$ cat src/rtl/loop_clkgen_pkg.sv
package loop_clkgen_pkg;

  typedef struct packed {
    logic s1_rst;
    logic s1_amp;
    logic s2_rst;
    logic s2_amp;
    logic cmp;
  } phase_req_t;

  function automatic logic in_win(input int c, input int lo, input int hi);
    return (c >= lo) && (c < hi);
  endfunction

endpackage

$ cat src/rtl/lc_div_counter.sv
module lc_div_counter #(
  parameter int unsigned CNT_W = 9
) (
  input  logic             clk_i,
  input  logic             rst_ni,
  output logic [CNT_W-1:0] cnt_nxt_o
);
  logic [CNT_W-1:0] cnt_q;

  // power-of-two ratio: natural wrap
  assign cnt_nxt_o = cnt_q + 1'b1;

  always_ff @(posedge clk_i or negedge rst_ni) begin
    if (!rst_ni) cnt_q <= '0;
    else         cnt_q <= cnt_nxt_o;
  end
endmodule

$ cat src/rtl/lc_phase_decode.sv
module lc_phase_decode
  import loop_clkgen_pkg::*;
#(
  parameter int unsigned DIV_RATIO = 512,
  parameter int unsigned DEAD      = 2,
  localparam int unsigned CNT_W    = $clog2(DIV_RATIO)
) (
  input  logic [CNT_W-1:0] cnt_i,
  output phase_req_t       req_o
);
  localparam int Q  = int'(DIV_RATIO / 8);
  localparam int D  = int'(DEAD);

  localparam int S1R_LO = D;         localparam int S1R_HI = 2*Q - D;
  localparam int S1A_LO = 2*Q + D;   localparam int S1A_HI = 6*Q - D;
  localparam int S2R_LO = 3*Q + D;   localparam int S2R_HI = 5*Q - D;
  localparam int S2A_LO = 5*Q + D;   localparam int S2A_HI = 8*Q - D;
  localparam int CMP_LO = 6*Q + D;   localparam int CMP_HI = 7*Q + D;

  int c;
  always_comb begin
    c             = int'(cnt_i);
    req_o.s1_rst  = in_win(c, S1R_LO, S1R_HI);
    req_o.s1_amp  = in_win(c, S1A_LO, S1A_HI);
    req_o.s2_rst  = in_win(c, S2R_LO, S2R_HI);
    req_o.s2_amp  = in_win(c, S2A_LO, S2A_HI);
    req_o.cmp     = in_win(c, CMP_LO, CMP_HI);
  end
endmodule

$ cat src/rtl/lc_pair_separator.sv
module lc_pair_separator (
  input  logic clk_i,
  input  logic rst_ni,
  input  logic req_a_i,
  input  logic req_b_i,
  output logic clk_a_o,
  output logic clk_b_o
);
  // cross-gated set/reset pair: a side only rises while the other is low
  always_ff @(posedge clk_i or negedge rst_ni) begin
    if (!rst_ni) begin
      clk_a_o <= 1'b0;
      clk_b_o <= 1'b0;
    end else begin
      clk_a_o <= req_a_i & ~clk_b_o & ~req_b_i;
      clk_b_o <= req_b_i & ~clk_a_o & ~req_a_i;
    end
  end
endmodule

$ cat src/rtl/lc_cmp_delay.sv
module lc_cmp_delay #(
  parameter int unsigned LEAD = 1
) (
  input  logic clk_i,
  input  logic rst_ni,
  input  logic req_i,
  output logic early_o,
  output logic late_o
);
  logic [LEAD:0] tap_q;

  always_ff @(posedge clk_i or negedge rst_ni) begin
    if (!rst_ni) tap_q[0] <= 1'b0;
    else         tap_q[0] <= req_i;
  end

  for (genvar i = 1; i <= LEAD; i++) begin : g_tap
    always_ff @(posedge clk_i or negedge rst_ni) begin
      if (!rst_ni) tap_q[i] <= 1'b0;
      else         tap_q[i] <= tap_q[i-1];
    end
  end

  assign early_o = tap_q[0];
  assign late_o  = tap_q[LEAD];
endmodule

$ cat src/rtl/loop_clkgen.sv
module loop_clkgen
  import loop_clkgen_pkg::*;
#(
  parameter int unsigned DIV_RATIO = 512,
  parameter int unsigned DEAD      = 2,
  parameter int unsigned LEAD      = 1
) (
  input  logic clk_i,
  input  logic rst_ni,
  output logic stg1_rst_o,
  output logic stg1_amp_o,
  output logic stg2_rst_o,
  output logic stg2_amp_o,
  output logic cmp_early_o,
  output logic cmp_late_o
);
  localparam int unsigned CNT_W = $clog2(DIV_RATIO);

  logic [CNT_W-1:0] cnt_nxt;
  phase_req_t       req;

  lc_div_counter #(.CNT_W(CNT_W)) u_cnt (
    .clk_i     (clk_i),
    .rst_ni    (rst_ni),
    .cnt_nxt_o (cnt_nxt)
  );

  // decode next count so registered outputs line up with the count
  lc_phase_decode #(.DIV_RATIO(DIV_RATIO), .DEAD(DEAD)) u_dec (
    .cnt_i (cnt_nxt),
    .req_o (req)
  );

  lc_pair_separator u_sep1 (
    .clk_i   (clk_i),
    .rst_ni  (rst_ni),
    .req_a_i (req.s1_rst),
    .req_b_i (req.s1_amp),
    .clk_a_o (stg1_rst_o),
    .clk_b_o (stg1_amp_o)
  );

  lc_pair_separator u_sep2 (
    .clk_i   (clk_i),
    .rst_ni  (rst_ni),
    .req_a_i (req.s2_rst),
    .req_b_i (req.s2_amp),
    .clk_a_o (stg2_rst_o),
    .clk_b_o (stg2_amp_o)
  );

  lc_cmp_delay #(.LEAD(LEAD)) u_cmp (
    .clk_i   (clk_i),
    .rst_ni  (rst_ni),
    .req_i   (req.cmp),
    .early_o (cmp_early_o),
    .late_o  (cmp_late_o)
  );
endmodule

$ cat config.mk
export PLATFORM = sky130hd
export DESIGN_NAME = loop_clkgen
export DESIGN_NICKNAME = d
export VERILOG_FILES = /design/src/rtl/loop_clkgen_pkg.sv /design/src/rtl/lc_div_counter.sv /design/src/rtl/lc_phase_decode.sv /design/src/rtl/lc_pair_separator.sv /design/src/rtl/lc_cmp_delay.sv /design/src/rtl/loop_clkgen.sv
export SDC_FILE = /design/constraint.sdc
export NUM_CORES = 1
export LEC_CHECK = 0
export ABC_AREA = 1
export BUFFER_PORTS_ARGS = -buffer_cell sky130_fd_sc_hd__buf_2
export CELL_PAD_IN_SITES_DETAIL_PLACEMENT = 1
export CELL_PAD_IN_SITES_GLOBAL_PLACEMENT = 1
export CORE_MARGIN = 1.5
export CORE_UTILIZATION = 32
export CTS_BUF_LIST = sky130_fd_sc_hd__clkbuf_2 sky130_fd_sc_hd__clkbuf_4 sky130_fd_sc_hd__clkbuf_8
export DETAILED_ROUTE_END_ITERATION = 8
export GPL_TIMING_DRIVEN = 0
export HOLD_SLACK_MARGIN = 0.15
export PLACE_DENSITY_LB_ADDON = 0.1
export SKIP_CTS_REPAIR_TIMING = 1
export SYNTH_ARGS = -nofsm -noshare
export SYNTH_HDL_FRONTEND = slang
export SYNTH_SLANG_ARGS = --single-unit
$ cat constraint.sdc
create_clock -name clk_i -period 4.9 [get_ports clk_i]
set_clock_uncertainty 0.05 [all_clocks]
set_input_delay 0.98 -clock clk_i [delete_from_list [all_inputs] [get_ports clk_i]]
set_output_delay 0.98 -clock clk_i [all_outputs]
set_load 0.01 [all_outputs]
Word-level counts from Yosys, hierarchy flattened
Index checks and enable logic that the tools add are counted.
- bitwise operators: 16
- magnitude comparators: 10
- add/sub/neg operators: 1
- reductions and logical operators: 5
- operator list (kind ; count):
    < comparator 9 bit (second input constant) ; 4
    greater-or-equal comparator 9 x 8 -> 1 bit (second input constant) ; 2
    greater-or-equal comparator 9 bit (second input constant) ; 2
    adder 9 x 1 -> 9 bit (second input constant) ; 1
    greater-or-equal comparator 9 x 2 -> 1 bit (second input constant) ; 1
    < comparator 9 x 7 -> 1 bit (second input constant) ; 1
    bitwise AND 1 bit ; 8
    NOT 1 bit ; 8
    logical AND 1 bit ; 5
- output and inout port bits: 6
- bits in registers: 15
- input port bits: 2
- word-level logic and storage cells: 39

Longest topological paths before layout
Gate-level depths: netlist of the first run.
- depth in word-level cells: 5
- depth in mapped cells: 12

Modules after synthesis
Synthesis of the first run repeated with hierarchy kept, for this count alone.
- cells, all modules: 110
- area, all modules: 795.8 um^2
- by module, submodules not included (module ; area an instance (um^2) ; cells each ; sequential area each (um^2) ; instances):
    lc_div_counter ; 399.1 ; 45 ; 225.2 ; 1
    lc_phase_decode ; 196.4 ; 47 ; 0.0 ; 1
    lc_pair_separator ; 75.1 ; 8 ; 50.0 ; 2
    lc_cmp_delay ; 50.0 ; 2 ; 50.0 ; 1

Worst setup path before layout of the first run
Ideal clock, no wire load.
- path type: register to register
- start: register u_cnt.cnt_q[0]
- end: register u_sep1.clk_a_o
- clock period less this slack: 1.584 ns
- arrival time: 1.414 ns
- path slack: 3.316 ns
- library setup time: 0.120 ns
- cell stages (with the launch flop): 11
- path buffers: 0
- path through: dfrtp_1 -> ha_1 -> nand3_2 -> o21ai_1 -> nand2_2 -> nor2_2 -> nand2_2 -> inv_2 -> nand2_2 -> nand2_2 -> nor2_2
- word-level cells in the longest chain between the ends: 5
- elaborated cells on any way between the ends: 10
- classes of those cells: add/sub: 1; order compare: 4; bitwise: 3; reduce/logical: 2
- ends and longest elaborated chain (element ; RTL line ; source):
    from (decl) ; lc_div_counter.sv:8 ; logic [CNT_W-1:0] cnt_q;
    from (signal assigned) ; lc_div_counter.sv:15 ; else cnt_q <= cnt_nxt_o;
    adder 9 x 1 -> 9 bit * ; lc_div_counter.sv:11 ; assign cnt_nxt_o = cnt_q + 1'b1;
    named net cnt_nxt[6] ; loop_clkgen.sv:19 ; logic [CNT_W-1:0] cnt_nxt;
    greater-or-equal comparator 9 x 2 -> 1 bit, or another cell as far along ; loop_clkgen_pkg.sv:12 ; return (c >= lo) && (c < hi);
    logical AND 1 bit ; loop_clkgen_pkg.sv:12 ;
    bitwise AND 1 bit or NOT 1 bit (tied branches) ; lc_pair_separator.sv:15 ; clk_a_o <= req_a_i & ~clk_b_o & ~req_b_i;
    bitwise AND 1 bit * ; lc_pair_separator.sv:15 ;
    to (signal assigned) ; lc_pair_separator.sv:15 ;
    to (decl) ; lc_pair_separator.sv:6 ; output logic clk_a_o,
The timed path passes the listed nets; every way through them passes the cells marked *.

Final worst setup path of the first run
- start: register u_sep1.clk_a_o
- end: output port stg1_rst_o
- RTL lines (element ; RTL line ; source):
    to (decl) ; loop_clkgen.sv:10 ; output logic stg1_rst_o,
No word-level cell between the ends.

==> results of run 1 <==
[power by group]
part | switching, W | internal, W
combinational | 0.00000255 | 0.000000289
clock | 0.0000424 | 0.0000372
sequential | 0 | 0.000124
[final cells by class]
class	instances	area (um^2)	share of cell area [%]
clock buffers	4	30.0	3.00
inverters	17	63.8	6.38
plain buffers	1	7.51	0.750
repair buffers	7	35.0	3.50
well taps	31	38.8	3.88
multi-input cells	81	450	45.0
flip-flops and latches	15	375	37.5
[logic make-up after synthesis]
kind of cell	Yosys count
DFF	15
buffers and inverters	18
and+or+nand+nor	73
adders and majority gates	2
AOI/OAI and AO/OA	6
[metrics by stage]
step	total power (W)	instance area, um^2
2_1_floorplan	0.000126	897
4_1_cts	0.000209	1000
3_3_place_gp	0.000129	971
6_report	0.000206	1000
5_1_grt	0.000213	1000
3_5_place_dp	0.000129	971
[sequential cells by signal, summed over array words and instances (netlist names)]
signal          count
u_sep1.clk_b_o      1
u_sep2.clk_b_o      1
u_cmp.late_o        1
u_sep2.clk_a_o      1
u_sep1.clk_a_o      1
u_cnt.cnt_q         9
u_cmp.early_o       1
[layout by cell type, fill, tap and decap left out]
master | Yosys | final
a21oi_1 | 1 | 1
a21oi_2 | 2 | 2
buf_2 | 0 | 7
buf_4 | 1 | 1
clkbuf_4 | 0 | 4
dfrtp_1 | 15 | 15
ha_1 | 2 | 2
inv_1 | 12 | 12
inv_2 | 5 | 5
nand2_1 | 31 | 31
nand2_2 | 14 | 14
nand2_4 | 1 | 1
nand3_1 | 2 | 2
nand3_2 | 2 | 2
nand3_4 | 1 | 1
nand3b_1 | 3 | 3
nand4_1 | 3 | 3
nor2_1 | 10 | 10
nor2_2 | 4 | 4
nor2_4 | 1 | 1
nor3_2 | 1 | 1
o21ai_0 | 1 | 1
o21ai_1 | 2 | 2
[worst min-delay path by stage]
stage	from	end	slack, ns	depth (start not counted)
2_1_floorplan	u_cmp.early_o$_DFF_PN0_	u_cmp.late_o$_DFF_PN0_	0.37	0
3_3_place_gp	u_cmp.early_o$_DFF_PN0_	u_cmp.late_o$_DFF_PN0_	0.30	0
3_5_place_dp	u_cmp.early_o$_DFF_PN0_	u_cmp.late_o$_DFF_PN0_	0.31	0
4_1_cts	u_cmp.early_o$_DFF_PN0_	u_cmp.late_o$_DFF_PN0_	0.34	0
5_1_grt	u_cmp.early_o$_DFF_PN0_	u_cmp.late_o$_DFF_PN0_	0.36	0
6_report	u_cmp.early_o$_DFF_PN0_	u_cmp.late_o$_DFF_PN0_	0.33	0
[routing by layer]
layer	up-vias	track usage (%)	part of all wire (%)
met4	0	8.16	2.4
li1	376	-	-
met1	340	19.1	50
met5	-	0	0
met3	4	2.09	1.9
met2	5	21.4	46
==> reports/metrics.cfg, run 1 <==
[status]
status = complete, no violations

[yosys]
synth_top_area_share_pct = 41.8
synth.most_common_cell = nand2_1
synth-simple-area-share_pct = 43.2
synth_edf_count = 0
ys_seq_area_share_pct = 41.8
synth-seq-cells = 15
synth_area_um2 = 897
post-synth-top-area-cell = dfrtp_1
yosysUniqueCellTypes = 21
synth-compound-area-share_pct = 4.18
yosys-top-cells-area = dfrtp_1 (42%), nand2_1 (13%), nand2_2 (9.8%)
synth_top_family_by_area = simple AND/OR/NAND/NOR gates
synth_nets = 118
synth_commonest_cells = nand2_1 (31), dfrtp_1 (15), nand2_2 (14)
muxShareOfSynthArea_pct = 0
synth-xor-area-share_pct = 0
syn_inst = 114
ys.flop_type = dfrtp_1
syn_area_per_cell_um2 = 7.87
synthAdderAreaFrac_pct = 2.79
synth-async-reset-ratio_pct = 100
synth_warnings = 0

[global_route]
gr-total-overflow = 0
grt_pass1_vias = 726
grtUsageTotal_pct = 14.1
antenna_found_initial = 0
grt_max_degree = 16
grt_first_pass_wirelength_mm = 3.37

[power_and_ir_drop]
irDropWorstVdd_v = 0.000144
p_leak_nw = 0.516
p_per_area_mw_per_mm2 = 206

[routing]
via_per_inst = 4.65
drt_iter0_markers = 7
via_count = 725
routedWlPerCell_um = 11.7
ant_nets = 0
totalWireLength_mm = 1.82
first_pass_iters = 4
drc_errors = 0

[cells_and_area]
n_fill_cell = 345
final_nets = 130
fin_cells = 156
area_delta_synth_final_pct = 11.6
num_antenna_cells = 0
fin_util_pct = 36.9
drive_gt1_share_pct = 34.4

[worst_setup_path]
r2r_start = u_cnt.cnt_q[0]$_DFF_PN0_
r2r_setup_slack_ns = 3.10
setup.worst_path.end = stg1_rst_o
crit_fanout = 2
worst-setup-path-type = reg2out
slowest_delay_ns = 0.40
cp_top_family = flip-flops
ff2ff_path_depth = 10
cp-start-kind = flop
crit_cells = 1
required_ns = 3.87
path_buf_inv = 1
cp.arrival_ns = 0.83
crit-reg2reg-capture = u_sep1.clk_a_o$_DFF_PN0_
path_cells = buf_2
crit_start = u_sep1.clk_a_o$_DFF_PN0_
critPathSlowestCell = dfrtp_1
endpoint_kind = output port

[floorplan]
dieArea_mm2 = 0.00313
die_w_um = 55.9
row_count = 19
die_y_um = 55.9
core_area_mm2 = 0.00271
initial_core_util_pct = 33.1
io-pin-count = 8

[clock_tree]
h-tree-depth = 1
clock_sinks = 15
path_clk_slew_ns = 0.10
cts_buffers = 3
clockBufferDepth = 2
clock_latency_ns = 0.29
root_buffer = clkbuf_4
cts_tree = built

[sta]
final.setup.worst_slack_ns = 3.04
max_freq_mhz = 536
slew_headroom_pct = 75.3
finalSetupTns_ns = 0
finalHoldViolations = 0
holdWs_ns = 0.330
drv_slew = 0
finalSetupViolCount = 0
worst_pin_slew_ns = 0.371
rsz0062_at_grt = false
finalCriticalPeriod_ns = 1.86
min_period_over_period_pct = 38.1

[placement]
post-place-ws_ns = 3.09
place.port_buffers = 7
dp_cells = 152
hpwlAfterDp_mm = 1.47
gp_congestion = 0.698

[min_path]
hold_path_class = reg2reg

[run]
maxCapViolCount = 0

Power figures use the tool's default switching activity.
==> run 2, diff against run 1 <==
==> constraint.sdc (replaced) <==
create_clock -name clk_i -period 1.8 [get_ports clk_i]
set_clock_uncertainty 0.05 [all_clocks]
set_input_delay 0.36 -clock clk_i [delete_from_list [all_inputs] [get_ports clk_i]]
set_output_delay 0.36 -clock clk_i [all_outputs]
set_load 0.01 [all_outputs]
==> run 2 against run 1 <==
  * Sequential power grew to 2.7 times the previous value
  * Hold slack lost 0.0011 ns
  * Core utilization grew 1.3 points
  * Clock power grew to 2.7 times the previous value
  * Setup slack lost 2.9 ns
  * Register-to-register slack lost 3.0 ns
  * Flip-flop and latch count is the same
  * Critical endpoint is now u_sep1.clk_a_o$_DFF_PN0_
  * Largest power group unchanged
==> reports/metrics.cfg, run 2 (synthesis results as in run 1) <==
[worst_setup_path]
crit_fanout = 7  ; +5
cp_top_family = simple AND/OR/NAND/NOR gates
endpoint_kind = flop
path_cells = ha_2 > nand3_2 > o21ai_1 > nand2_4 > nor2_2 > nand2_2 > inv_2 > nand2_2 > nand2_2 > nor2_2
slowest_delay_ns = 0.43  ; +0.03 ns
crit_cells = 10  ; +9
worst-setup-path-type = reg2reg
path_common_cell = nand2_2
ff2ff_path_depth = 10  ; unchanged
required_ns = 1.94  ; -1.93 ns
cp.arrival_ns = 1.83  ; +1.00 ns
cp-start-kind = flop
path_buf_inv = 1  ; unchanged
critPathSlowestCell = dfrtp_2

[global_route]
antenna_found_initial = 0  ; unchanged
grt_max_degree = 16  ; unchanged
gr-total-overflow = 0  ; unchanged
grt_first_pass_wirelength_mm = 3.37  ; unchanged
grtUsageTotal_pct = 14.1  ; unchanged
grt_pass1_vias = 726  ; unchanged

[cells_and_area]
num_antenna_cells = 0  ; unchanged
largest-register = u_cnt.cnt_q
final_common_cell = nand2_1
n_fill_cell = 349  ; +1.2%
drive_gt1_share_pct = 38.3  ; +3.9 points
area_delta_synth_final_pct = 15.5
fin_cells = 159  ; +1.9%
largest_reg_flops = 9  ; unchanged
mostFrequentLayoutCells = nand2_1 (31), nand2_2 (13), dfrtp_1 (13)
fin_util_pct = 38.2  ; +1.3 points
final_nets = 133  ; +2.3%

[sta]
min_period_over_period_pct = 93.5
rsz0062_at_grt = true
final.setup.worst_slack_ns = 0.117  ; -2.92 ns
worst_pin_slew_ns = 0.367  ; -0.00419 ns
finalSetupViolCount = 0  ; unchanged
finalCriticalPeriod_ns = 1.68
drv_slew = 0  ; unchanged
finalHoldViolations = 0  ; unchanged
slew_headroom_pct = 75.5  ; +0.28 points
max_freq_mhz = 594
holdWs_ns = 0.329  ; -0.00110 ns

[power_and_ir_drop]
seq_power_share_pct = 60.0  ; about the same
p_per_area_mw_per_mm2 = 541  ; +160%
irDropWorstVdd_v = 0.000387  ; +170%
total_power_w = 0.000561  ; +170%
clkPwrFrac_pct = 38.3  ; -0.3 points
p_leak_nw = 0.528  ; +2.3%
p_sw_w = 0.000121  ; +170%
swShare_pct = 21.5  ; -0.28 points
internal-power_w = 0.000440  ; +170%
p_comb_share_pct = 1.7  ; +0.3 points

[placement]
post-place-ws_ns = -0.00820  ; -3.10 ns
hpwlAfterDp_mm = 1.47  ; unchanged
place.port_buffers = 7  ; unchanged
dp_cells = 152  ; unchanged
gp_congestion = 0.698  ; unchanged

[run]
maxCapViolCount = 0  ; unchanged

[routing]
via_count = 741  ; +2.2%
first_pass_iters = 2  ; -2
drc_errors = 0  ; unchanged
via_per_inst = 4.66  ; +0.28%
totalWireLength_mm = 1.86  ; +1.9%
ant_nets = 0  ; unchanged
routedWlPerCell_um = 11.7  ; about the same
drt_iter0_markers = 8  ; +1

[floorplan]
io-pin-count = 8  ; unchanged
row_count = 19  ; unchanged
die_y_um = 55.9  ; unchanged
die_w_um = 55.9  ; unchanged
core_area_mm2 = 0.00271  ; unchanged
dieArea_mm2 = 0.00313  ; unchanged
initial_core_util_pct = 33.1  ; unchanged

[min_path]
min_path_cells = 0  ; unchanged
hold_path_class = reg2reg

[clock_tree]
path_clk_slew_ns = 0.10  ; about the same
clock_latency_ns = 0.29  ; about the same
cts_tree = built
h-tree-depth = 1  ; unchanged
root_buffer = clkbuf_4
clockBufferDepth = 2  ; unchanged
clock_sinks = 15  ; unchanged
cts_buffers = 3  ; unchanged

[status]
status = complete, no violations

-- run 2: final timing paths --
check                                          from                  endpoint  slack, ns
setup / recovery           u_cnt.cnt_q[0]$_DFF_PN0_  u_sep1.clk_a_o$_DFF_PN0_       0.12
hold / removal              u_cmp.early_o$_DFF_PN0_    u_cmp.late_o$_DFF_PN0_       0.33
setup reg to reg           u_cnt.cnt_q[0]$_DFF_PN0_  u_sep1.clk_a_o$_DFF_PN0_       0.12
hold reg to reg             u_cmp.early_o$_DFF_PN0_    u_cmp.late_o$_DFF_PN0_       0.33
max in group asynchronous                    rst_ni  u_cnt.cnt_q[1]$_DFF_PN0_       0.95
min in group asynchronous                    rst_ni  u_sep1.clk_a_o$_DFF_PN0_       0.47
-- run 2: final cells by class --
cell class | count | area, um^2 | share of cell area (%)
inverters | 17 | 63.8 | 6.16
multi-input cells | 81 | 458 | 44.2
clock buffers | 4 | 30.0 | 2.90
plain buffers | 1 | 7.51 | 0.725
flip-flops and latches | 15 | 378 | 36.5
well taps | 31 | 38.8 | 3.74
repair buffers | 10 | 60.1 | 5.80
-- run 2: power groups by stage --
stage / sequential, W / clock (W) / combinational [W]
4_1_cts: 0.000337 / 0.000225 / 0.00000847
3_3_place_gp: 0.000343 / 0 / 0.00000815
5_1_grt: 0.000337 / 0.000235 / 0.0000111
3_5_place_dp: 0.000343 / 0 / 0.00000848
2_1_floorplan: 0.000343 / 0 / 0.000000000274
6_report: 0.000337 / 0.000215 / 0.00000936
-- run 2: metal layers --
| metal | track usage, % | routed length (um) |
|---|---|---|
| met5 | 0 | 0 |
| met1 | 19.1 | 910 |
| met3 | 2.09 | 35 |
| met4 | 8.16 | 44 |
| met2 | 21.4 | 868 |
-- run 2: through the flow --
| stage | cell area, um^2 | TNS [ns] |
|---|---|---|
| finish | 1040 | 0 |
| detailed placement | 971 | -0.00820 |
| global route | 1040 | -0.00677 |
| CTS | 1000 | -0.0387 |
| global placement | 971 | 0 |
| floorplan | 897 | 0 |
-- run 2: worst reg2reg max path, cell delays in order (launching register included) --
cell and delay [ns]:
dfrtp_2 0.43, ha_2 0.25, nand3_2 0.13, o21ai_1 0.23, nand2_4 0.11, nor2_2 0.10, nand2_2 0.06, inv_2 0.07
nand2_2 0.05, nand2_2 0.06, nor2_2 0.03
